$ cat config.mk
export PLATFORM = sky130hd
export DESIGN_NAME = i2c_unstick
export DESIGN_NICKNAME = d
export VERILOG_FILES = /design/src/rtl/unstick_pkg.sv /design/src/rtl/line_sync.sv /design/src/rtl/tick_gen.sv /design/src/rtl/stuck_timer.sv /design/src/rtl/recovery_fsm.sv /design/src/rtl/i2c_unstick.sv
export SDC_FILE = /design/constraint.sdc
export NUM_CORES = 1
export LEC_CHECK = 0
export BUFFER_PORTS_ARGS = -buffer_cell sky130_fd_sc_hd__buf_2
export CELL_PAD_IN_SITES_DETAIL_PLACEMENT = 1
export CELL_PAD_IN_SITES_GLOBAL_PLACEMENT = 2
export CORE_MARGIN = 3
export CORE_UTILIZATION = 36
export DETAILED_ROUTE_END_ITERATION = 6
export HOLD_SLACK_MARGIN = 0.1
export PLACE_DENSITY = 0.83
export SLEW_MARGIN = 10
export SYNTH_ARGS = -nofsm -noshare
export SYNTH_HDL_FRONTEND = slang
export SYNTH_HIERARCHICAL = 1
export SYNTH_SLANG_ARGS = --single-unit
export TNS_END_PERCENT = 30
$ cat constraint.sdc
create_clock -name clk -period 3.05 [get_ports clk]
set_clock_uncertainty 0.05 [all_clocks]
set_input_delay 0.305 -clock clk [delete_from_list [all_inputs] [get_ports clk]]
set_output_delay 0.305 -clock clk [all_outputs]
set_load 0.01 [all_outputs]
$ cat src/rtl/unstick_pkg.sv
package unstick_pkg;

  typedef enum logic [2:0] {
    ST_IDLE,
    ST_RELEASE,
    ST_CLK_LO,
    ST_CLK_HI,
    ST_STOP_A,
    ST_STOP_B,
    ST_STOP_C,
    ST_STOP_D
  } rec_state_t;

  // True when a counter sits on the last value of a span of `span` steps.
  function automatic logic at_last(input logic [31:0] cnt, input logic [31:0] span);
    return (cnt + 32'd1) == span;
  endfunction

  // Bus is free when both lines read high.
  function automatic logic bus_free(input logic sda, input logic scl);
    return sda & scl;
  endfunction

endpackage

$ cat src/rtl/line_sync.sv
module line_sync #(
  parameter int WIDTH = 2
) (
  input  logic             clk,
  input  logic             rst_n,
  input  logic [WIDTH-1:0] din,
  output logic [WIDTH-1:0] dout
);
  for (genvar g = 0; g < WIDTH; g++) begin : g_bit
    logic meta_q, stab_q;
    always_ff @(posedge clk or negedge rst_n) begin
      if (!rst_n) begin
        meta_q <= 1'b1;
        stab_q <= 1'b1;
      end else begin
        meta_q <= din[g];
        stab_q <= meta_q;
      end
    end
    assign dout[g] = stab_q;
  end
endmodule

$ cat src/rtl/tick_gen.sv
module tick_gen #(
  parameter int DIV = 125
) (
  input  logic clk,
  input  logic rst_n,
  output logic tick
);
  if (DIV <= 1) begin : g_every
    assign tick = 1'b1;
  end else begin : g_div
    localparam int DW = $clog2(DIV);
    logic [DW-1:0] div_q;
    logic          wrap;
    assign wrap = unstick_pkg::at_last(32'(div_q), 32'(DIV));
    always_ff @(posedge clk or negedge rst_n) begin
      if (!rst_n)    div_q <= '0;
      else if (wrap) div_q <= '0;
      else           div_q <= div_q + 1'b1;
    end
    assign tick = wrap;

    AST_TICK_PERIOD: assert property (@(posedge clk) disable iff (!rst_n)
      tick |=> !tick);
  end
endmodule

$ cat src/rtl/stuck_timer.sv
module stuck_timer #(
  parameter int STUCK_TICKS = 37000
) (
  input  logic clk,
  input  logic rst_n,
  input  logic tick,
  input  logic arm,
  input  logic sda_s,
  input  logic scl_s,
  output logic timeout
);
  import unstick_pkg::*;
  localparam int CW = $clog2(STUCK_TICKS + 1);

  logic [CW-1:0] cnt_q;
  logic          line_low;
  logic          clear_evt;

  assign line_low  = !bus_free(sda_s, scl_s);
  assign clear_evt = !arm || !line_low;
  assign timeout   = arm && line_low && tick && at_last(32'(cnt_q), 32'(STUCK_TICKS));

  always_ff @(posedge clk or negedge rst_n) begin
    if (!rst_n)         cnt_q <= '0;
    else if (clear_evt) cnt_q <= '0;
    else if (timeout)   cnt_q <= '0;
    else if (tick)      cnt_q <= cnt_q + 1'b1;
  end

  AST_TIMER_CLEAR: assert property (@(posedge clk) disable iff (!rst_n)
    (sda_s && scl_s) |=> (cnt_q == '0));
  AST_TIMER_RANGE: assert property (@(posedge clk) disable iff (!rst_n)
    32'(cnt_q) < 32'(STUCK_TICKS));
endmodule

$ cat src/rtl/recovery_fsm.sv
module recovery_fsm #(
  parameter int HALF_TICKS = 5,
  parameter int MAX_PULSES = 16
) (
  input  logic clk,
  input  logic rst_n,
  input  logic tick,
  input  logic timeout,
  input  logic sda_s,
  input  logic scl_s,
  output logic sda_pd,
  output logic scl_pd,
  output logic active,
  output logic idle
);
  import unstick_pkg::*;
  localparam int PW = (HALF_TICKS > 1) ? $clog2(HALF_TICKS) : 1;
  localparam int NW = (MAX_PULSES > 1) ? $clog2(MAX_PULSES) : 1;

  rec_state_t    state_q, state_d;
  logic [PW-1:0] ph_q;
  logic [NW-1:0] pulse_q;
  logic          ph_done;
  logic          pulse_done;
  logic          early_exit;
  logic          cap_hit;

  assign ph_done    = tick && at_last(32'(ph_q), 32'(HALF_TICKS));
  assign pulse_done = (state_q == ST_CLK_HI) && ph_done;
  assign early_exit = pulse_done && bus_free(sda_s, scl_s);
  assign cap_hit    = pulse_done && at_last(32'(pulse_q), 32'(MAX_PULSES));

  always_comb begin
    state_d = state_q;
    unique case (state_q)
      ST_IDLE:    if (timeout) state_d = ST_RELEASE;
      ST_RELEASE: if (ph_done) state_d = ST_CLK_LO;
      ST_CLK_LO:  if (ph_done) state_d = ST_CLK_HI;
      ST_CLK_HI:  if (pulse_done) state_d = (early_exit || cap_hit) ? ST_STOP_A : ST_CLK_LO;
      ST_STOP_A:  if (ph_done) state_d = ST_STOP_B;
      ST_STOP_B:  if (ph_done) state_d = ST_STOP_C;
      ST_STOP_C:  if (ph_done) state_d = ST_STOP_D;
      ST_STOP_D:  if (ph_done) state_d = ST_IDLE;
      default:    state_d = ST_IDLE;
    endcase
  end

  always_ff @(posedge clk or negedge rst_n) begin
    if (!rst_n) begin
      state_q <= ST_IDLE;
      ph_q    <= '0;
      pulse_q <= '0;
    end else begin
      state_q <= state_d;
      if (state_q == ST_IDLE || state_d != state_q) ph_q <= '0;
      else if (tick)                                ph_q <= ph_q + 1'b1;
      if (state_q == ST_IDLE)                           pulse_q <= '0;
      else if (pulse_done && !early_exit && !cap_hit)   pulse_q <= pulse_q + 1'b1;
    end
  end

  always_comb begin
    scl_pd = 1'b0;
    sda_pd = 1'b0;
    unique case (state_q)
      ST_CLK_LO: scl_pd = 1'b1;
      ST_STOP_A: scl_pd = 1'b1;
      ST_STOP_B: begin scl_pd = 1'b1; sda_pd = 1'b1; end
      ST_STOP_C: sda_pd = 1'b1;
      default: ;
    endcase
  end

  assign active = (state_q != ST_IDLE);
  assign idle   = (state_q == ST_IDLE);

  AST_DETECT_IN_IDLE: assert property (@(posedge clk) disable iff (!rst_n)
    timeout |-> idle);
  AST_EARLY_EXIT: assert property (@(posedge clk) disable iff (!rst_n)
    ((state_q == ST_CLK_HI) && ph_done && sda_s && scl_s) |=> (state_q == ST_STOP_A));
  AST_NO_START: assert property (@(posedge clk) disable iff (!rst_n)
    $rose(sda_pd) |-> (scl_pd && $past(scl_pd)));
  AST_STOP_EDGE: assert property (@(posedge clk) disable iff (!rst_n)
    $fell(sda_pd) |-> (!scl_pd && !$past(scl_pd)));
  AST_NO_OVERFLOW: assert property (@(posedge clk) disable iff (!rst_n)
    32'(pulse_q) < 32'(MAX_PULSES));
endmodule

$ cat src/rtl/i2c_unstick.sv
module i2c_unstick #(
  parameter int CLK_PER_TICK = 125,
  parameter int STUCK_TICKS  = 37000,
  parameter int HALF_TICKS   = 5,
  parameter int MAX_PULSES   = 16
) (
  input  logic clk,
  input  logic rst_n,
  input  logic sda_in,
  input  logic scl_in,
  input  logic bridge_sda_oe,
  input  logic bridge_scl_oe,
  output logic sda_oe,
  output logic scl_oe,
  output logic recovering
);
  logic [1:0] raw_lines;
  logic [1:0] sync_lines;
  logic       sda_s, scl_s;
  logic       tick;
  logic       timeout;
  logic       rec_sda_pd, rec_scl_pd;
  logic       rec_active, rec_idle;

  assign raw_lines = {scl_in, sda_in};
  assign sda_s     = sync_lines[0];
  assign scl_s     = sync_lines[1];

  line_sync #(.WIDTH(2)) u_sync (
    .clk(clk), .rst_n(rst_n), .din(raw_lines), .dout(sync_lines)
  );

  tick_gen #(.DIV(CLK_PER_TICK)) u_tick (
    .clk(clk), .rst_n(rst_n), .tick(tick)
  );

  stuck_timer #(.STUCK_TICKS(STUCK_TICKS)) u_timer (
    .clk(clk), .rst_n(rst_n), .tick(tick), .arm(rec_idle),
    .sda_s(sda_s), .scl_s(scl_s), .timeout(timeout)
  );

  recovery_fsm #(.HALF_TICKS(HALF_TICKS), .MAX_PULSES(MAX_PULSES)) u_fsm (
    .clk(clk), .rst_n(rst_n), .tick(tick), .timeout(timeout),
    .sda_s(sda_s), .scl_s(scl_s), .sda_pd(rec_sda_pd), .scl_pd(rec_scl_pd),
    .active(rec_active), .idle(rec_idle)
  );

  assign sda_oe     = rec_active ? rec_sda_pd : bridge_sda_oe;
  assign scl_oe     = rec_active ? rec_scl_pd : bridge_scl_oe;
  assign recovering = rec_active;

  AST_RELEASE_ON_DETECT: assert property (@(posedge clk) disable iff (!rst_n)
    $rose(recovering) |-> (!sda_oe && !scl_oe));
  AST_CLEAN_EXIT: assert property (@(posedge clk) disable iff (!rst_n)
    $fell(recovering) |-> (!$past(sda_oe) && !$past(scl_oe)));
  AST_ENTRY_FROM_TIMEOUT: assert property (@(posedge clk) disable iff (!rst_n)
    $rose(recovering) |-> $past(timeout));
endmodule

# Yosys cells after proc, flatten, opt, wreduce, memory -nomap -nowiden
# Index checks and enable logic that the tools add are counted.
[word_totals] regBits=37 rom_bits=0 memories=0 ram_bits=0 out_inout_bits=3 latchBits=0
[op_classes] shift=0 add_sub_neg=8 n_reduce_logical=23 div=0 mux=22 mul=0 order_cmp=0 n_eq_ne=12 n_bitwise=1
[ops] cell="two-way mux 16 bit" count=3
[ops] cell="two-way mux 3 bit" count=11
[ops] cell="equality test 32 x 16 -> 1 bit (second input constant)" count=1
[ops] cell="equality test 32 x 3 -> 1 bit (second input constant)" count=1
[ops] cell="equality test 32 x 5 -> 1 bit (second input constant)" count=1
[ops] cell="equality test 32 x 7 -> 1 bit (second input constant)" count=1
[ops] cell="case mux 3 bit (8 select lines)" count=1
[ops] cell="adder 16 x 1 -> 17 bit (second input constant)" count=1
[ops] cell="adder 16 x 1 -> 16 bit (second input constant)" count=1
[ops] cell="equality test 3 bit (second input constant)" count=4
[ops] cell="logical AND 1 bit" count=9
[ops] cell="adder 7 x 1 -> 8 bit (second input constant)" count=1
[ops] cell="two-way mux 4 bit" count=2
[ops] cell="adder 7 x 1 -> 7 bit (second input constant)" count=1
[ops] cell="two-way mux 7 bit" count=1
[ops] cell="equality test 3 x 2 -> 1 bit (second input constant)" count=2
[ops] cell="nonzero test 3 bit" count=2
[ops] cell="adder 4 x 1 -> 5 bit (second input constant)" count=1
[ops] cell="adder 3 x 1 -> 4 bit (second input constant)" count=1
[ops] cell="adder 4 x 1 -> 4 bit (second input constant)" count=1
[ops] cell="zero test 1 bit" count=4
[ops] cell="two-way mux 1 bit" count=4
[ops] cell="nonzero test 2 bit" count=2
[ops] cell="adder 3 x 1 -> 3 bit (second input constant)" count=1
[ops] cell="7 further kinds" count=9

# Depth between registers and ports, before layout
# Gate-level depths: netlist of the first run.
[depth] word_depth=12 ltp_mapped=11

# Hierarchy
# The synthesis of the first run kept the hierarchy.
[by_module_without_submodules] mod="stuck_timer" n_inst=1 seq_area_each_um2=400.4 area_each_um2=1097.3 cells_per_inst=121
[by_module_without_submodules] mod="recovery_fsm" n_inst=1 seq_area_each_um2=250.2 area_each_um2=674.4 cells_per_inst=68
[by_module_without_submodules] mod="tick_gen" n_inst=1 seq_area_each_um2=175.2 area_each_um2=395.4 cells_per_inst=40
[by_module_without_submodules] mod="line_sync" n_inst=1 seq_area_each_um2=105.1 area_each_um2=120.1 cells_per_inst=6
[by_module_without_submodules] mod="i2c_unstick" n_inst=1 seq_area_each_um2=0.0 area_each_um2=22.5 cells_per_inst=2

# Worst setup path after synthesis of the first run
# OpenSTA, ideal clock, no wires.
[synth_path] kind="reg2reg" from="register u_tick.g_div.div_q[0]" to="register u_fsm.pulse_q[2]" synth_period_minus_slack_ps=2965 path_stages_with_launch=10 required_time_ps=2868 n_path_buf=0 t_arrival_ps=2783 path_slack_ps=85 setup_ps=132 path_cell_list="dfrtp_1 ha_1 and2b_1 or4bb_1 o21ai_2 and3_1 nand2_2 or4_4 o311ai_4 o31ai_2"
[synth_via] elab_chain_cells=9 word_cells_on_any_way=11 classes_between="add/sub: 1; eq/ne: 1; reduce/logical: 9"
[synth_rtl] item="start, declared" line_no="tick_gen.sv:12" source="logic [DW-1:0] div_q;"
[synth_rtl] item="start signal, assigned" line_no="tick_gen.sv:18" source="else div_q <= div_q + 1'b1;"
[synth_rtl] item="adder 7 x 1 -> 8 bit *" line_no="unstick_pkg.sv:16" source="return (cnt + 32'd1) == span;"
[synth_rtl] item="equality test 32 x 7 -> 1 bit *" line_no="unstick_pkg.sv:16"
[synth_rtl] item="via tick" line_no="i2c_unstick.sv:20" source="logic tick;"
[synth_rtl] item="logical AND 1 bit *" line_no="recovery_fsm.sv:28" source="assign ph_done = tick && at_last(32'(ph_q), 32'(HALF_TICKS));"
[synth_rtl] item="logical AND 1 bit *" line_no="recovery_fsm.sv:29" source="assign pulse_done = (state_q == ST_CLK_HI) && ph_done;"
[synth_rtl] item="logical AND 1 bit" line_no="recovery_fsm.sv:30" source="assign early_exit = pulse_done && bus_free(sda_s, scl_s);"
[synth_rtl] item="zero test 1 bit" line_no="recovery_fsm.sv:58" source="else if (pulse_done && !early_exit && !cap_hit) pulse_q <= pulse_q + 1'b1;"
[synth_rtl] item="logical AND 1 bit" line_no="recovery_fsm.sv:58"
[synth_rtl] item="logical AND 1 bit *" line_no="recovery_fsm.sv:58"
[synth_rtl] item="nonzero test 2 bit (no line) *"
[synth_rtl] item="end signal, assigned" line_no="recovery_fsm.sv:58"
[synth_rtl] item="end, declared" line_no="recovery_fsm.sv:22" source="logic [NW-1:0] pulse_q;"
# The timed path passes the listed nets; every way through them passes the cells marked *.
# A chain may end at the register's enable or synchronous reset.

# Worst setup path in the final report of the first run
# Ends and elaborated chain as after synthesis.

==> summary.json, run 1 <==
{
  "synth_top_family_by_area": "simple AND/OR/NAND/NOR gates",
  "drt-initial-drc-count": 83,
  "layout_common_cells": "33 x sky130_fd_sc_hd__dfrtp_1, 23 x sky130_fd_sc_hd__nand2_1, 17 x sky130_fd_sc_hd__nor2_1",
  "clock_tree_from_tritoncts": "done",
  "antenna_violations_before_repair": 0,
  "route.vias.total": 1780,
  "peak_supply_drop_uv": 185,
  "floorplan.io_pins": 9,
  "data_arrival_time_at_the_worst_slack_endpoint_ns": 2.95,
  "post_dp_cell_area_um2": 2410,
  "groute.usage.overall_pct": 15.1,
  "cts_made_buffers": 5,
  "flip_flop_and_latch_count_after_synthesis": 37,
  "globalRoute.totalOverflow": 0,
  "die_w_um": 86.1,
  "dp_cells": 314,
  "synth_xor_xnor_area_share_pct": 7.15,
  "postLayoutSetupSlackWorst_ns": 0.223,
  "remaining_drc_errors": 0,
  "die_height_um": 86.1,
  "final_hold_slack_ns": 0.307,
  "dp_worst_setup_slack_ns": 0.174,
  "async_flop_share_pct": 100,
  "first_pass_grt_wire_length_um": 9030,
  "layout_min_cycle_time_ns": 2.83,
  "max-cap-violations": 0,
  "detailedRoute.firstPassIterationCount": 4,
  "cts.sink_count": 37,
  "grt_pass1_vias": 1862,
  "dpl.hpwl_um": 3480,
  "gp_congestion": 0.765,
  "grt_max_degree": 38,
  "dr_wl_met2_um": 2140,
  "worst-endpoint-required_ns": 3.18,
  "rows": 28,
  "cp_max_fo": 6,
  "layout.cells.most_common": "sky130_fd_sc_hd__dfrtp_1",
  "slew_viol_final": 0,
  "number_of_nets_in_the_final_layout": 262,
  "synthAdderAreaFrac_pct": 3.79,
  "postCtsSetupBuffers": 0,
  "power_per_cell_area_nw_per_um2": 379,
  "postRouteAntennaNets": 0,
  "count_of_flip_flops_with_a_built_in_enable_after_synthesis": 0,
  "layout.cell_area.non_filler_um2": 2570,
  "finalNonFillerCells": 325,
  "hold_path_class": "reg2reg",
  "cts-root-buf": "sky130_fd_sc_hd__clkbuf_8",
  "top_signal_layer_used": "met4",
  "dr_wl_met3_um": 127,
  "antenna-diode-count": 0,
  "power.total_mw": 0.972,
  "postSynth.topFlopCell": "sky130_fd_sc_hd__dfrtp_1",
  "clock_latency_at_the_later_pin_of_the_worst_skew_pair_ns": 0.29,
  "syn-instance-count": 237,
  "synth_nets": 250,
  "port_buffers": 8,
  "finalWirelength_um": 4900,
  "route.layer.met1.wl_um": 2580,
  "share_of_synthesized_area_spent_on_multiplexers_pct": 2.28,
  "utilization_pct": 42.3,
  "cts.htree.levels": 2,
  "min_period_over_period_pct": 92.7,
  "design.die.area_um2": 7410,
  "timing.max_slew.rel_slack_pct": 45.0,
  "synth_area_per_cell_um2": 9.75,
  "synth-compound-area-share_pct": 15.3,
  "clk_transition_reported_paths_ns": 0.08,
  "timing.setup.tns_ns": 0,
  "syn-cell-area_um2": 2310,
  "area_growth_pct": 11.1,
  "synth_simple_gate_area_share_pct": 26.9,
  "rsz0062_at_grt": "false",
  "vias_per_cell": 5.48,
  "worstSetupStartpointType": "flop",
  "timing.critical_path.to_type": "flop",
  "crit_type": "reg2reg",
  "setup_viol": 0,
  "unique_masters_post_synth": 61,
  "worstMarginPinSlew_ns": 0.826,
  "final_hold_viol_count": 0,
  "outcome": "finished, final reports clean",
  "cts_buffer_depth": 2,
  "leakage_nw": 1.04,
  "drt-wirelength-per-cell_um": 15.1,
  "core_area_um2": 6060,
  "post_route_cells_drive_above_1_share_pct": 20.4,
  "initial_utilization_pct": 38.1,
  "ys_seq_area_share_pct": 40.3,
  "synth_warnings": 6,
  "achievable-frequency_ghz": 0.354
}
## cell usage after synthesis, drive strengths merged (5+ instances only)
master	count	area [um2]
a21oi	6	30.0
a31oi	11	68.8
and3	8	61.3
buf	6	50.0
clkbuf	5	18.8
dfrtp	33	826
ha	7	87.6
inv	7	26.3
nand2	24	92.6
nand2b	5	38.8
nand3	15	75.1
nand4	7	43.8
nor2	17	63.8
nor3	9	50.1
o21ai	5	28.8
or3	7	48.8
xor2	15	139
## state kept, by name, indices dropped and copies added, names as in the netlist
| signal | flops |
|---|---|
| u_timer/cnt_q | 16 |
| u_fsm/state_q | 3 |
| u_sync/g_bit.meta_q | 2 |
| u_tick/g_div.div_q | 7 |
| u_fsm/pulse_q | 4 |
| u_sync/g_bit.stab_q | 2 |
| u_fsm/ph_q | 3 |
## worst paths after layout
check,from,endpoint,slack (ns),depth (start not counted)
min reg2reg,u_sync/g_bit[0].meta_q,u_sync/g_bit[0].stab_q,0.31,0
max reg2reg,u_tick/g_div.div_q[0],u_fsm/pulse_q[2],0.22,9
min,u_sync/g_bit[0].meta_q,u_sync/g_bit[0].stab_q,0.31,0
max in group asynchronous,rst_n,u_timer/cnt_q[9],1.83,2
max,u_tick/g_div.div_q[0],u_fsm/pulse_q[2],0.22,9
min in group asynchronous,rst_n,u_fsm/pulse_q[2],0.59,2
## routing by layer
metal	global-route usage [%]	vias to the layer above
met1	21.6	869
met5	0	-
li1	-	884
met3	3.17	5
met2	23.0	22
met4	4.32	0
## what timing repair did
action / 4_1_cts / 5_1_grt
endpoints found under the setup margin: 0 / 3
gates resized for setup: 0 / 1
hold endpoints to repair: 15 / 0
hold buffers: 3 / 0
## critical path, cell delays in order (launching register included)
cell and delay, ns:
sky130_fd_sc_hd__dfrtp_1 0.42, sky130_fd_sc_hd__ha_1 0.25, sky130_fd_sc_hd__and2b_1 0.23, sky130_fd_sc_hd__or4bb_1 0.41
sky130_fd_sc_hd__o21ai_2 0.08, sky130_fd_sc_hd__and3_1 0.20, sky130_fd_sc_hd__nand2_2 0.11, sky130_fd_sc_hd__or4_4 0.58
sky130_fd_sc_hd__o311ai_4 0.29, sky130_fd_sc_hd__o31ai_2 0.10
## cells by family after synthesis
group,Yosys count
simple gates,109
compound gates,42
flops,37
buf+inv,19
xor+xnor,18
fa+ha+maj,7
mux,5
## power by group
part / switching, mW / leakage (nW) / internal [mW]
Sequential: 0.000857 / 0.489 / 0.495
Clock: 0.184 / 0.0574 / 0.266
Combinational: 0.0171 / 0.494 / 0.00879
Total: 0.202 / 1.04 / 0.770
## area by class of cell
type,instances,area [um2]
timing repair buffer,16,108
clock buffer,6,82.6
tap,75,93.8
fill,689,3490
multi-input combinational,181,1280
inverter,8,33.8
clock inverter,2,37.5
sequential,37,931
(Power assumes the default switching activity.)
==> inputs of run 2 (changes only) <==
--- a/config.mk
+++ b/config.mk
@@ -9,13 +9,13 @@
 export CELL_PAD_IN_SITES_DETAIL_PLACEMENT = 1
 export CELL_PAD_IN_SITES_GLOBAL_PLACEMENT = 2
 export CORE_MARGIN = 3
-export CORE_UTILIZATION = 36
+export CORE_UTILIZATION = 35
 export DETAILED_ROUTE_END_ITERATION = 6
 export HOLD_SLACK_MARGIN = 0.1
 export PLACE_DENSITY = 0.83
+export RECOVER_POWER = 100
 export SLEW_MARGIN = 10
 export SYNTH_ARGS = -nofsm -noshare
 export SYNTH_HDL_FRONTEND = slang
-export SYNTH_HIERARCHICAL = 1
 export SYNTH_SLANG_ARGS = --single-unit
 export TNS_END_PERCENT = 30
==> summary.json, run 2 <==
{
  "initial_utilization": {"value": 37.5, "unit": "%", "change": "-0.66 points"},
  "grt_max_degree": {"value": 38, "change": "unchanged"},
  "cts_buffer_depth": {"value": 2, "change": "unchanged"},
  "synth_top_cell_by_area": "sky130_fd_sc_hd__dfrtp_1",
  "postSynth.topFlopCell": "sky130_fd_sc_hd__dfrtp_1",
  "dr_wl_met2": {"value": 2070, "unit": "um", "change": "-3.4%"},
  "worst-endpoint-required": {"value": 3.18, "unit": "ns", "change": "about the same"},
  "min_to": "u_sync.g_bit[1].stab_q",
  "utilization": {"value": 40.2, "unit": "%", "change": "-2.1 points"},
  "postCtsResizedCells": {"value": 0, "change": "unchanged"},
  "antenna_violations_before_repair": {"value": 0, "change": "unchanged"},
  "finalWirelength": {"value": 4460, "unit": "um", "change": "-8.9%"},
  "die_height": {"value": 84.2, "unit": "um", "change": "-2.3%"},
  "timing.max_slew.rel_slack": {"value": -29.3, "unit": "%", "change": "-74 points"},
  "syn-cell-area": {"value": 2140, "unit": "um2", "change": "-7.4%"},
  "critical_path.slowest_cell": "sky130_fd_sc_hd__dfrtp_1",
  "peak_supply_drop": {"value": 202, "unit": "uV", "change": "+8.9%"},
  "cts.htree.levels": {"value": 2, "change": "unchanged"},
  "async_flop_share": {"value": 100, "unit": "%", "change": "unchanged"},
  "worst_hold_path.num_cells": {"value": 0, "change": "unchanged"},
  "yosys.cell_count.top_type": "sky130_fd_sc_hd__dfrtp_1",
  "design.die.area": {"value": 7080, "unit": "um2", "change": "-4.5%"},
  "clock_latency_at_the_later_pin_of_the_worst_skew_pair": {"value": 0.29, "unit": "ns", "change": "about the same"},
  "route.layer.met1.wl": {"value": 2200, "unit": "um", "change": "-15%"},
  "first_pass_grt_wire_length": {"value": 8200, "unit": "um", "change": "-9.2%"},
  "dp_cells": {"value": 307, "change": "-2.2%"},
  "cts.sink_count": {"value": 37, "change": "unchanged"},
  "drt-wirelength-per-cell": {"value": 14.0, "unit": "um", "change": "-6.9%"},
  "violations_in_the_final_reports": "capacitance limit, slew limit",
  "syn-instance-count": {"value": 234, "change": "-1.3%"},
  "timing.setup.tns": {"value": 0, "unit": "ns", "change": "unchanged"},
  "min_period_over_period": {"value": 86.4, "unit": "%", "change": "-6.2 points"},
  "reg_with_most_ffs": "u_timer.cnt_q",
  "gp_congestion": {"value": 0.862, "change": "+13%"},
  "flip_flop_and_latch_count_after_synthesis": {"value": 37, "change": "unchanged"},
  "hold_path_class": "reg2reg",
  "post_dp_cell_area": {"value": 2210, "unit": "um2", "change": "-8.2%"},
  "finalNonFillerCells": {"value": 318, "change": "-2.2%"},
  "groute.usage.overall": {"value": 14.1, "unit": "%", "change": "-1.1 points"},
  "rows": {"value": 27, "change": "-3.6%"},
  "dr_wl_met3": {"value": 132, "unit": "um", "change": "+3.9%"},
  "dpl.hpwl": {"value": 3170, "unit": "um", "change": "-8.9%"},
  "drt-initial-drc-count": {"value": 65, "change": "-22%"},
  "final_hold_viol_count": {"value": 0, "change": "unchanged"},
  "post_route_cells_drive_above_1_share": {"value": 9.35, "unit": "%", "change": "-11 points"},
  "crit_type": "reg2reg",
  "synth_common_cells": "33 x sky130_fd_sc_hd__dfrtp_1, 28 x sky130_fd_sc_hd__nor2_1, 23 x sky130_fd_sc_hd__nand3_1",
  "power_per_cell_area": {"value": 382, "unit": "nW/um2", "change": "+0.85%"},
  "cts_hold_repair.buffers": {"value": 3, "change": "unchanged"},
  "r2r_setup_slack": {"value": 0.41, "unit": "ns", "change": "+0.19 ns"},
  "layout.filler_cells": {"value": 691, "change": "+0.29%"},
  "slew_viol_final": {"value": 38, "change": "+38"},
  "timing.critical_path.to_type": "flop",
  "layout_min_cycle_time": {"value": 2.64, "unit": "ns", "change": "-0.190 ns"},
  "die_w": {"value": 84.2, "unit": "um", "change": "-2.3%"},
  "worst-r2r-cell-count": {"value": 7, "change": "-2"},
  "vias_per_cell": {"value": 5.31, "change": "-3.1%"},
  "synth_top_cells_by_area": "sky130_fd_sc_hd__dfrtp_1 39%, sky130_fd_sc_hd__nand3_1 5.4%, sky130_fd_sc_hd__dfstp_2 4.9%",
  "count_of_flip_flops_with_a_built_in_enable_after_synthesis": {"value": 0, "change": "unchanged"},
  "layout.cells.most_common": "sky130_fd_sc_hd__dfrtp_1",
  "crit_path_cell_trace": "nand3_1 -> or3_4 -> a211oi_1 -> and2_0 -> clkbuf_1 -> a21oi_1 -> a311oi_1",
  "power.total": {"value": 0.877, "unit": "mW", "change": "-9.8%"},
  "achievable-frequency": {"value": 0.379, "unit": "GHz", "change": "+7.2%"},
  "worstReg2RegEnd": "u_timer.cnt_q[7]",
  "clock_tree_from_tritoncts": "done",
  "synth_area_per_cell": {"value": 9.14, "unit": "um2", "change": "-6.2%"},
  "netlist.area_leader.share": {"value": 38.6, "unit": "%", "change": "+2.9 points"},
  "port_buffers": {"value": 8, "change": "unchanged"},
  "cts_made_buffers": {"value": 5, "change": "unchanged"},
  "cp_max_fo": {"value": 8, "change": "+2"},
  "max-cap-violations": {"value": 1, "change": "+1"},
  "timing.hold.worst.start": "u_sync.g_bit[1].meta_q",
  "number_of_nets_in_the_final_layout": {"value": 259, "change": "-1.1%"},
  "synth_nets": {"value": 248, "change": "-0.80%"},
  "leading_registers_by_flop_count": "u_timer.cnt_q (16), u_tick.g_div.div_q (7), u_fsm.pulse_q (4)",
  "synth_warnings": {"value": 0, "change": "-6"},
  "route.vias.total": {"value": 1688, "change": "-5.2%"},
  "antenna-diode-count": {"value": 0, "change": "unchanged"},
  "worstMarginPinSlew": {"value": 1.94, "unit": "ns", "change": "+1.11 ns"},
  "ys_seq_area_share": {"value": 43.5, "unit": "%", "change": "+3.2 points"},
  "setup_viol": {"value": 0, "change": "unchanged"},
  "rsz0062_at_grt": "false",
  "max_stage_delay": {"value": 0.43, "unit": "ns", "change": "-0.15 ns"},
  "detailedRoute.firstPassIterationCount": {"value": 4, "change": "unchanged"},
  "leakage": {"value": 0.955, "unit": "nW", "change": "-8.2%"},
  "unique_masters_post_synth": {"value": 49, "change": "-20%"},
  "grt_pass1_vias": {"value": 1703, "change": "-8.5%"},
  "layout_common_cells": "33 x sky130_fd_sc_hd__dfrtp_1, 28 x sky130_fd_sc_hd__nor2_1, 23 x sky130_fd_sc_hd__nand3_1",
  "postRouteAntennaNets": {"value": 0, "change": "unchanged"},
  "worstSetupStartpointType": "flop",
  "globalRoute.totalOverflow": {"value": 0, "change": "unchanged"},
  "data_arrival_time_at_the_worst_slack_endpoint": {"value": 2.77, "unit": "ns", "change": "-0.18 ns"},
  "cts-root-buf": "sky130_fd_sc_hd__clkbuf_8",
  "layout.cell_area.non_filler": {"value": 2290, "unit": "um2", "change": "-11%"},
  "outcome": "finished with violations",
  "postCtsSetupBuffers": {"value": 0, "change": "unchanged"},
  "floorplan.io_pins": {"value": 9, "change": "unchanged"},
  "timing.rr.start": "u_tick.g_div.div_q[2]",
  "remaining_drc_errors": {"value": 0, "change": "unchanged"},
  "area_growth_pct": 7.31,
  "number_of_flip_flops_under_the_largest_register_name": {"value": 16, "change": "unchanged"},
  "clk_transition_reported_paths": {"value": 0.08, "unit": "ns", "change": "about the same"},
  "top_signal_layer_used": "met4",
  "core_area": {"value": 5710, "unit": "um2", "change": "-5.8%"}
}
[run 2: cell count changes after synthesis, moves of 3 or more]
cell | before | now
sky130_fd_sc_hd__xor2_1 | 14 | 10
sky130_fd_sc_hd__nand2b_1 | 4 | 1
sky130_fd_sc_hd__nand3_1 | 15 | 23
sky130_fd_sc_hd__buf_2 | 1 | 4
sky130_fd_sc_hd__xnor2_1 | 3 | 7
sky130_fd_sc_hd__clkbuf_1 | 5 | 2
sky130_fd_sc_hd__a21oi_1 | 6 | 16
sky130_fd_sc_hd__o21ai_0 | 3 | 11
sky130_fd_sc_hd__nor2_1 | 17 | 28
sky130_fd_sc_hd__a31oi_1 | 11 | 3
sky130_fd_sc_hd__nand4_1 | 7 | 4
[run 2: cell families after synthesis]
family                   synth area share [%]
XOR/XNOR                                 6.96
adder cells (fa/ha/maj)                  4.68
buffers and inverters                    5.56
AND/OR/NAND/NOR                          27.0
AO/OA/AOI/OAI                            11.4
flip-flops                               43.5
multiplexers                            0.936
[run 2: metrics by stage]
step / worst slack [ns] / hold WS [ns]
6_report: 0.414 / 0.308
5_1_grt: 0.112 / 0.319
4_1_cts: 0.462 / 0.309
3_5_place_dp: 0.501 / 0.297
3_3_place_gp: 0.611 / 0.296
2_1_floorplan: 0.816 / -0.0406
[run 2: layout make-up]
class | count | area, um2 | share of cell area [%]
clock buffer | 5 | 68.8 | 3.00
clock inverter | 3 | 21.3 | 0.927
inverter | 9 | 33.8 | 1.47
multi-input combinational | 177 | 1070 | 46.6
sequential | 37 | 931 | 40.6
tap | 72 | 90.1 | 3.93
timing repair buffer | 15 | 81.3 | 3.54
[run 2: report_power, final]
group | switching [mW] | internal (mW) | leakage, nW
Combinational | 0.0172 | 0.00706 | 0.422
Sequential | 0.000722 | 0.495 | 0.489
Clock | 0.195 | 0.162 | 0.0445
Total | 0.213 | 0.664 | 0.955
[run 2: how the worst max path moves through the flow]
stage / start / to / slack (ns) / cells past startpoint
2_1_floorplan: u_timer.cnt_q[0] / u_fsm.state_q[0] / 0.82 / 8
3_3_place_gp: u_timer.cnt_q[0] / u_fsm.state_q[0] / 0.61 / 8
3_5_place_dp: u_timer.cnt_q[0] / u_fsm.state_q[0] / 0.50 / 8
4_1_cts: u_timer.cnt_q[0] / u_fsm.state_q[0] / 0.46 / 8
5_1_grt: u_tick.g_div.div_q[0] / u_timer.cnt_q[7] / 0.11 / 8
6_report: u_tick.g_div.div_q[2] / u_timer.cnt_q[7] / 0.41 / 7
[run 2: metal layers]
metal | vias up | GRT usage, %
met5 | - | 0
met4 | 0 | 4.39
met3 | 4 | 2.94
met2 | 17 | 22.1
met1 | 829 | 19.4
li1 | 838 | -
[run 2: critical path, delay by kind of cell, from the launching register on]
kind | cells | cell delay, ns
simple gates | 3 | 0.90
compound gates | 3 | 0.74
flops | 1 | 0.43
buf+inv | 1 | 0.39
==> inputs of run 3 (changes only) <==
--- a/config.mk
+++ b/config.mk
@@ -9,10 +9,12 @@
 export CELL_PAD_IN_SITES_DETAIL_PLACEMENT = 1
 export CELL_PAD_IN_SITES_GLOBAL_PLACEMENT = 2
 export CORE_MARGIN = 3
-export CORE_UTILIZATION = 35
+export CORE_UTILIZATION = 36
+export CTS_BUF_LIST = sky130_fd_sc_hd__clkbuf_4 sky130_fd_sc_hd__clkbuf_8
+export CTS_CLUSTER_DIAMETER = 150
 export DETAILED_ROUTE_END_ITERATION = 6
 export HOLD_SLACK_MARGIN = 0.1
-export PLACE_DENSITY = 0.83
+export PLACE_DENSITY = 0.85
 export RECOVER_POWER = 100
 export SLEW_MARGIN = 10
 export SYNTH_ARGS = -nofsm -noshare
==> summary.json, run 3 (synthesized netlist as in run 2, its figures left out) <==
{
  "groute.usage.overall": {"value": 14.1, "unit": "%", "change": "+0.044 points"},
  "cts.htree.levels": {"value": 2, "change": "unchanged"},
  "leading_registers_by_flop_count": "u_timer.cnt_q (16), u_tick.g_div.div_q (7), u_fsm.pulse_q (4)",
  "remaining_drc_errors": {"value": 0, "change": "unchanged"},
  "final_hold_slack": {"value": 0.307, "unit": "ns", "change": "-0.000595 ns"},
  "globalRoute.totalOverflow": {"value": 0, "change": "unchanged"},
  "leakage": {"value": 0.965, "unit": "nW", "change": "+1.0%"},
  "number_of_nets_in_the_final_layout": {"value": 258, "change": "-0.39%"},
  "drt-wirelength-per-cell": {"value": 13.9, "unit": "um", "change": "-0.63%"},
  "port_buffers": {"value": 8, "change": "unchanged"},
  "timing.max_slew.rel_slack": {"value": -33.5, "unit": "%", "change": "-4.2 points"},
  "design.die.area": {"value": 6900, "unit": "um2", "change": "-2.6%"},
  "violations_in_the_final_reports": "capacitance limit, slew limit",
  "r2r_setup_slack": {"value": 0.48, "unit": "ns", "change": "+0.07 ns"},
  "final_hold_viol_count": {"value": 0, "change": "unchanged"},
  "gp_congestion": {"value": 0.821, "change": "-4.7%"},
  "initial_utilization": {"value": 37.9, "unit": "%", "change": "+0.45 points"},
  "layout.cells.most_common": "sky130_fd_sc_hd__dfrtp_1",
  "cp_max_fo": {"value": 8, "change": "unchanged"},
  "vias_per_cell": {"value": 5.30, "change": "-0.10%"},
  "worstMarginPinSlew": {"value": 2.00, "unit": "ns", "change": "+0.0625 ns"},
  "power_per_cell_area": {"value": 375, "unit": "nW/um2", "change": "-1.8%"},
  "outcome": "finished with violations",
  "area_growth_pct": 6.96,
  "post_route_cells_drive_above_1_share": {"value": 10.2, "unit": "%", "change": "+0.85 points"},
  "min_period_over_period": {"value": 84.3, "unit": "%", "change": "-2.2 points"},
  "drt-initial-drc-count": {"value": 36, "change": "-45%"},
  "worstSetupStartpointType": "flop",
  "route.vias.total": {"value": 1681, "change": "-0.41%"},
  "timing.critical_path.to_type": "flop",
  "peak_supply_drop": {"value": 211, "unit": "uV", "change": "+4.5%"},
  "crit_type": "reg2reg",
  "antenna_violations_before_repair": {"value": 0, "change": "unchanged"},
  "layout_min_cycle_time": {"value": 2.57, "unit": "ns", "change": "-0.0656 ns"},
  "core_area": {"value": 5640, "unit": "um2", "change": "-1.2%"},
  "detailedRoute.firstPassIterationCount": {"value": 4, "change": "unchanged"},
  "floorplan.io_pins": {"value": 9, "change": "unchanged"},
  "die_w": {"value": 83.1, "unit": "um", "change": "-1.3%"},
  "die_height": {"value": 83.1, "unit": "um", "change": "-1.3%"},
  "cts_made_buffers": {"value": 5, "change": "unchanged"},
  "layout_common_cells": "33 x sky130_fd_sc_hd__dfrtp_1, 28 x sky130_fd_sc_hd__nor2_1, 23 x sky130_fd_sc_hd__nand3_1",
  "achievable-frequency": {"value": 0.389, "unit": "GHz", "change": "+2.6%"},
  "postCtsResizedCells": {"value": 0, "change": "unchanged"},
  "reg_with_most_ffs": "u_timer.cnt_q",
  "worst-endpoint-required": {"value": 3.20, "unit": "ns", "change": "+0.02 ns"},
  "cts-root-buf": "sky130_fd_sc_hd__clkbuf_8",
  "hold_path_class": "reg2reg",
  "finalWirelength": {"value": 4420, "unit": "um", "change": "-0.94%"},
  "layout.filler_cells": {"value": 678, "change": "-1.9%"},
  "slew_viol_final": {"value": 38, "change": "unchanged"},
  "rsz0062_at_grt": "false",
  "clk_transition_reported_paths": {"value": 0.07, "unit": "ns", "change": "about the same"},
  "grt_pass1_vias": {"value": 1709, "change": "+0.35%"},
  "rows": {"value": 27, "change": "unchanged"},
  "clock_latency_at_the_later_pin_of_the_worst_skew_pair": {"value": 0.29, "unit": "ns", "change": "about the same"},
  "setup_viol": {"value": 0, "change": "unchanged"},
  "antenna-diode-count": {"value": 0, "change": "unchanged"},
  "timing.setup.tns": {"value": 0, "unit": "ns", "change": "unchanged"},
  "clock_tree_from_tritoncts": "done",
  "cts.sink_count": {"value": 37, "change": "unchanged"},
  "dpl.hpwl": {"value": 3200, "unit": "um", "change": "+0.89%"},
  "max-cap-violations": {"value": 1, "change": "unchanged"},
  "data_arrival_time_at_the_worst_slack_endpoint": {"value": 2.72, "unit": "ns", "change": "-0.05 ns"},
  "first_pass_grt_wire_length": {"value": 8070, "unit": "um", "change": "-1.6%"},
  "cts_buffer_depth": {"value": 2, "change": "unchanged"},
  "number_of_flip_flops_under_the_largest_register_name": {"value": 16, "change": "unchanged"},
  "postRouteAntennaNets": {"value": 0, "change": "unchanged"},
  "grt_max_degree": {"value": 38, "change": "unchanged"}
}
## run 3: cell count changes in the layout (fill, tap and decap cells not counted)
cell / change
sky130_fd_sc_hd__buf_4: +3
sky130_fd_sc_hd__clkbuf_1: -3
sky130_fd_sc_hd__clkbuf_4: +1
sky130_fd_sc_hd__clkinv_2: +1
sky130_fd_sc_hd__clkinvlp_4: -1
sky130_fd_sc_hd__dlygate4sd3_1: -1
sky130_fd_sc_hd__inv_6: -1
sky130_fd_sc_hd__nor3_1: +1
sky130_fd_sc_hd__nor3_2: -1
## run 3: metrics by stage
stage	setup WS (ns)	cells	instance area [um2]	power [mW]	util, %
final	0.480	317	2290	0.858	40.5
after global routing	0.198	317	2290	0.899	40.5
after CTS	0.464	317	2320	0.880	41.1
after detailed placement	0.502	307	2210	0.530	39.2
after global placement	0.649	307	2210	0.529	39.2
after floorplan	0.816	234	2140	0.512	-
## run 3: metal layers
metal	GRT usage [%]	routed length (um)	share of wire (%)	up-vias
met5	0	0	0	-
met4	3.57	44	1.0	0
met3	2.98	97	2.2	6
met2	24.2	2140	48	12
met1	18.1	2140	48	825
li1	-	-	-	838
## run 3: worst paths after layout
check / startpoint / to / cells after the start
max in group asynchronous: rst_n / u_fsm.pulse_q[0] / 1
max: u_timer.cnt_q[0] / u_fsm.state_q[0] / 8
min in group asynchronous: rst_n / u_tick.g_div.div_q[6] / 1
max reg2reg: u_timer.cnt_q[0] / u_fsm.state_q[0] / 8
min reg2reg: u_sync.g_bit[0].meta_q / u_sync.g_bit[0].stab_q / 0
min: u_sync.g_bit[0].meta_q / u_sync.g_bit[0].stab_q / 0
## run 3: worst max-delay path, cell delays in order, from the launching register on
cell	delay [ns]
sky130_fd_sc_hd__dfrtp_1	0.47
sky130_fd_sc_hd__ha_1	0.27
sky130_fd_sc_hd__and3_1	0.28
sky130_fd_sc_hd__nand4_1	0.19
sky130_fd_sc_hd__xnor2_1	0.19
sky130_fd_sc_hd__o2111ai_1	0.13
sky130_fd_sc_hd__a2111o_1	0.48
sky130_fd_sc_hd__or3_1	0.34
sky130_fd_sc_hd__o21ai_0	0.09
## run 3: timing repair
action                    in CTS  in global routing
hold endpoints to repair       2                  0
hold buffers                   2                  0
setup buffers                  0                  0
## run 3: power by group
part | internal [mW] | total, mW | switching [mW]
registers | 0.495 | 0.496 | 0.000681
clock network | 0.167 | 0.338 | 0.170
logic | 0.00704 | 0.0242 | 0.0171
total | 0.669 | 0.858 | 0.188
## run 3: final cells by class
class | instances | area, um2 | share of cell area (%)
Timing Repair Buffer | 14 | 82.6 | 3.61
Sequential cell | 37 | 931 | 40.7
Inverter | 9 | 33.8 | 1.48
Tap cell | 72 | 90.1 | 3.94
Clock buffer | 6 | 76.3 | 3.34
Multi-Input combinational cell | 177 | 1060 | 46.5
Clock inverter | 2 | 10.0 | 0.438
